--- config.mk ---
export PLATFORM = sky130hd
export DESIGN_NAME = booth_seq_mul
export DESIGN_NICKNAME = d
export VERILOG_FILES = /design/src/rtl/booth_pkg.sv /design/src/rtl/booth_pair_decode.sv /design/src/rtl/booth_addsub.sv /design/src/rtl/booth_step_shift.sv /design/src/rtl/booth_seq_mul.sv
export SDC_FILE = /design/constraint.sdc
export NUM_CORES = 1
export LEC_CHECK = 0
export BUFFER_PORTS_ARGS = -buffer_cell sky130_fd_sc_hd__buf_2
export CORE_UTILIZATION = 45
export CTS_CLUSTER_SIZE = 25
export DETAILED_ROUTE_END_ITERATION = 10
export GPL_TIMING_DRIVEN = 0
export PLACE_DENSITY = 0.77
export SLEW_MARGIN = 20
export SYNTH_ARGS = -nofsm -noshare
export SYNTH_HDL_FRONTEND = slang
export SYNTH_HIERARCHICAL = 1
export SYNTH_SLANG_ARGS = --single-unit
--- constraint.sdc ---
create_clock -name clk -period 2.6 [get_ports clk]
set_clock_uncertainty 0.05 [all_clocks]
set_input_delay 0.52 -clock clk [delete_from_list [all_inputs] [get_ports clk]]
set_output_delay 0.52 -clock clk [all_outputs]
set_load 0.03 [all_outputs]
--- src/rtl/booth_pkg.sv ---
package booth_pkg;

    typedef enum logic [1:0] {
        PH_IDLE = 2'd0,
        PH_RUN  = 2'd1,
        PH_DONE = 2'd2
    } phase_e;

    typedef enum logic [1:0] {
        OP_NOP = 2'd0,
        OP_ADD = 2'd1,
        OP_SUB = 2'd2
    } op_e;

endpackage

--- src/rtl/booth_pair_decode.sv ---
module booth_pair_decode
    import booth_pkg::*;
(
    input  logic lsb_i,
    input  logic hist_i,
    output op_e  op_o
);
    always_comb begin
        case ({lsb_i, hist_i})
            2'b01:   op_o = OP_ADD;
            2'b10:   op_o = OP_SUB;
            default: op_o = OP_NOP;
        endcase
    end
endmodule

--- src/rtl/booth_addsub.sv ---
module booth_addsub
    import booth_pkg::*;
#(
    parameter int OP_W = 5
) (
    input  logic [OP_W:0]   hi_i,
    input  logic [OP_W-1:0] mcand_i,
    input  op_e             op_i,
    output logic [OP_W:0]   sum_o
);
    logic [OP_W:0] mcand_ext;

    assign mcand_ext = {mcand_i[OP_W-1], mcand_i};

    always_comb begin
        case (op_i)
            OP_ADD:  sum_o = hi_i + mcand_ext;
            OP_SUB:  sum_o = hi_i - mcand_ext;
            default: sum_o = hi_i;
        endcase
    end
endmodule

--- src/rtl/booth_step_shift.sv ---
module booth_step_shift #(
    parameter int OP_W = 5
) (
    input  logic [OP_W:0]     sum_i,
    input  logic [OP_W-1:0]   lo_i,
    output logic [2*OP_W-1:0] prod_o,
    output logic              hist_o
);
    // Guarded sum lands one place lower; its guard bit becomes the new sign.
    assign prod_o = {sum_i, lo_i[OP_W-1:1]};
    assign hist_o = lo_i[0];
endmodule

--- src/rtl/booth_seq_mul.sv ---
module booth_seq_mul
    import booth_pkg::*;
#(
    parameter int OP_W = 5
) (
    input  logic              clk,
    input  logic              rst_n,
    input  logic              clr_i,
    input  logic              ld_mcand_i,
    input  logic              ld_mplier_i,
    input  logic              start_i,
    input  logic [OP_W-1:0]   operand_i,
    output logic              busy_o,
    output logic              done_o,
    output logic [2*OP_W-1:0] product_o
);
    localparam int PROD_W = 2 * OP_W;
    localparam int CNT_W  = $clog2(OP_W + 1);
    localparam logic [CNT_W-1:0] LAST_STEP = CNT_W'(OP_W - 1);

    typedef struct packed {
        phase_e            phase;
        logic [CNT_W-1:0]  step;
        logic [OP_W-1:0]   mcand;
        logic [PROD_W-1:0] prod;
        logic              hist;
    } state_t;

    state_t st_d, st_q;

    op_e               op_sel;
    logic [OP_W:0]     hi_ext;
    logic [OP_W:0]     sum_w;
    logic [PROD_W-1:0] prod_step;
    logic              hist_step;

    assign hi_ext = {st_q.prod[PROD_W-1], st_q.prod[PROD_W-1:OP_W]};

    booth_pair_decode i_decode (
        .lsb_i  (st_q.prod[0]),
        .hist_i (st_q.hist),
        .op_o   (op_sel)
    );

    booth_addsub #(.OP_W(OP_W)) i_addsub (
        .hi_i    (hi_ext),
        .mcand_i (st_q.mcand),
        .op_i    (op_sel),
        .sum_o   (sum_w)
    );

    booth_step_shift #(.OP_W(OP_W)) i_shift (
        .sum_i  (sum_w),
        .lo_i   (st_q.prod[OP_W-1:0]),
        .prod_o (prod_step),
        .hist_o (hist_step)
    );

    always_comb begin
        st_d = st_q;
        case (st_q.phase)
            PH_IDLE: begin
                if (clr_i) begin
                    st_d.prod = '0;
                    st_d.hist = 1'b0;
                end else if (ld_mplier_i) begin
                    st_d.prod = {{OP_W{1'b0}}, operand_i};
                    st_d.hist = 1'b0;
                end
                if (ld_mcand_i) begin
                    st_d.mcand = operand_i;
                end
                if (start_i) begin
                    st_d.phase = PH_RUN;
                    st_d.step  = '0;
                end
            end
            PH_RUN: begin
                st_d.prod = prod_step;
                st_d.hist = hist_step;
                st_d.step = st_q.step + 1'b1;
                if (st_q.step == LAST_STEP) begin
                    st_d.phase = PH_DONE;
                end
            end
            default: begin
                st_d.phase = PH_IDLE;
            end
        endcase
    end

    always_ff @(posedge clk) begin
        if (!rst_n) begin
            st_q <= '{phase: PH_IDLE, step: '0, mcand: '0, prod: '0, hist: 1'b0};
        end else begin
            st_q <= st_d;
        end
    end

    assign busy_o    = (st_q.phase == PH_RUN);
    assign done_o    = (st_q.phase == PH_DONE);
    assign product_o = st_q.prod;

endmodule

==> out/metrics.yaml <==
outcome:
  status: "completed"
synth:
  synth_area_leaders: "dfxtp_1 28%, buf_4 13%, ha_1 7.5%"
  ys_ff_latch: 21
  avgSynthCellArea_um2: 8.91
  async_flop_share: 0
  synth_nets: 189
  syn_area_um2: 1500
  synthCells: 168
  yosysWarnings: 6
  synth_most_common_cell: "buf_4"
  synth_edf_count: 0
  synth_flop_cell: "dfxtp_1"
  yosysUniqueCellTypes: 38
  yosysTopAreaCell: "dfxtp_1"
  synth_seq_area_share: 0.281
  synth_commonest_cells: "25 x buf_4, 21 x dfxtp_1, 13 x nand2_1, 11 x nor2b_1, 10 x a21oi_1"
  synth_top_area_share: 0.281
die:
  die_y_um: 59.7
  initial_utilization: 0.482
  num_rows: 20
  core-area_um2: 3100
  die_area_um2: 3560
  num_io_pins: 23
  die_w_um: 59.7
cells_and_area:
  fin_nets: 219
  area_growth_pct: 17.2
  antennaDiodeCount: 0
  fill_cells: 305
  fin_area_um2: 1750
  ff_latch_area_um2: 424
  multiInputGateArea_um2: 895
  final_cells: 241
  final_util: 0.565
  drive_above_1_share: 0.355
global_route:
  grt_pass1_vias: 964
  gr-usage-all-layers: 0.163
  grt_pass1_wl_mm: 4.36
  grt_max_degree: 12
  antenna_found_initial: 0
  grt_overflow: 0
route:
  drc: 0
  drtPass1Iterations: 4
  postRouteWirelength_mm: 2.78
  drt.antenna.violating_nets: 0
  viasPerCell: 4.90
  dr.first_iter.drc_count: 24
  via_count: 1182
  wl_per_cell_um: 11.5
worst_setup_path:
  end_kind: "register"
  criticalPathCategory: "register to register"
  cpPeakStageDelay_ns: 0.36
  path_max_fanout: 5
  cp.required_ns: 2.76
  crit_chain: "and2b_2 -> inv_2 -> ha_4 -> a21oi_2 -> xnor2_1 -> ha_1 -> a21oi_2 -> nand2_2 -> a41oi_4 -> mux2i_1 -> nand4b_1 -> a22o_1"
  startpoint_type: "register"
  crit_path_frequent_cell: "a21oi_2"
  crit_arrival_ns: 2.63
  slowest_stage: "ha_1"
sta:
  fin_hold_ws_ns: 0.431
  setup_viol: 0
  max_freq_mhz: 405
  setup_ws_ns: 0.133
  fin_setup_tns_ns: 0
  maxSlewViolCount: 0
  tightest_slew_ns: 0.440
  min_period_ns: 2.47
  hold_viol: 0
  layout_worst_path_cycle_share: 0.949
  rsz0062_at_grt: "false"
  slew_headroom: 0.706
cts:
  cts_tree: "yes"
  cts_sinks: 21
  cts_buffer_depth: 2
  clkSlewWorstSetupHoldPaths_ns: 0.12
  ctsHtreeMaxLevel: 1
  clkLatencyLatePin_ns: 0.31
  cts_buffers: 3
  ctsHoldBuffers: 0
  root_buffer: "clkbuf_4"
pwr:
  power_density_nw_per_um2: 461
  leakagePower_nw: 0.779
  totalPowerFinal_mw: 0.808
  vdd_drop_max_uv: 181
placed_design:
  placed_cells: 234
  port_buffers: 22
  dp_hpwl_mm: 2.01
  postPlaceCellArea_um2: 1670
  place.gp.congestion: 0.768
  dp_slack_ns: -0.180
min_path:
  hold_path_class: "input port to register"
flow_run:
  maxCapViolations: 0
## registers in the layout (all words and copies together) (netlist names)
name and flops:
st_q 11, product_o 10
## repair_timing
| item | in CTS | in global routing |
|---|---|---|
| gates resized for setup | 5 | 6 |
| buffers inserted | 4 | 1 |
| pin swaps | 4 | 5 |
| setup endpoints to repair | 3 | 1 |
## critical path: cells and delay by family, from the launching register on
family / cells / cell delay (ns)
compound gates: 4 / 0.61
fa+ha+maj: 2 / 0.54
simple gates: 3 / 0.40
flops: 1 / 0.35
mux: 1 / 0.21
xor+xnor: 1 / 0.13
buf+inv: 1 / 0.06
## routing by layer
| metal | vias up | wire [µm] | global-route usage |
|---|---|---|---|
| met5 | - | 0 | 0 |
| met4 | 0 | 46 | 0.0698 |
| met3 | 5 | 57 | 0.0260 |
| met2 | 17 | 1310 | 0.259 |
| met1 | 539 | 1360 | 0.219 |
| li1 | 621 | - | - |
## where the power goes
| part | total, mW | switching, mW | internal (mW) |
|---|---|---|---|
| clock | 0.164 | 0.104 | 0.0599 |
| sequential | 0.356 | 0.0184 | 0.338 |
| combinational | 0.288 | 0.136 | 0.152 |
| total | 0.808 | 0.259 | 0.550 |
## placed cells by master (no fill, tap or decap), types with 5 or more instances in the layout
cell,count
mux2i_1,8
inv_1,6
nand2_1,12
nor2b_1,11
dfxtp_1,18
a21oi_1,8
nor2_1,5
o21ai_0,5
buf_4,28
buf_2,22
a221oi_1,5
ha_1,8
a22o_1,6
nand2b_1,6
## final cells by class
type / count / share of cell area
timing repair buffer: 27 / 0.0842
multi-input combinational: 113 / 0.510
buffer: 25 / 0.103
tap: 44 / 0.0314
sequential: 21 / 0.242
inverter: 7 / 0.0150
clock buffer: 4 / 0.0150
## path summary, 6_finish.rpt
| path | startpoint | end | slack (ns) | depth (start not counted) |
|---|---|---|---|---|
| max | product_o[0] | product_o[9] | 0.13 | 12 |
| min | operand_i[0] | st_q[11] | 0.43 | 3 |
| max reg2reg | product_o[0] | product_o[9] | 0.13 | 12 |
| min reg2reg | product_o[3] | product_o[3] | 0.44 | 2 |
## logic make-up after synthesis
| group | share of synthesized area |
|---|---|
| compound gates | 0.172 |
| xor+xnor | 0.0351 |
| fa+ha+maj | 0.0886 |
| buf+inv | 0.148 |
| flops | 0.281 |
| mux | 0.0677 |
| simple gates | 0.207 |
(Power assumes the default switching activity.)
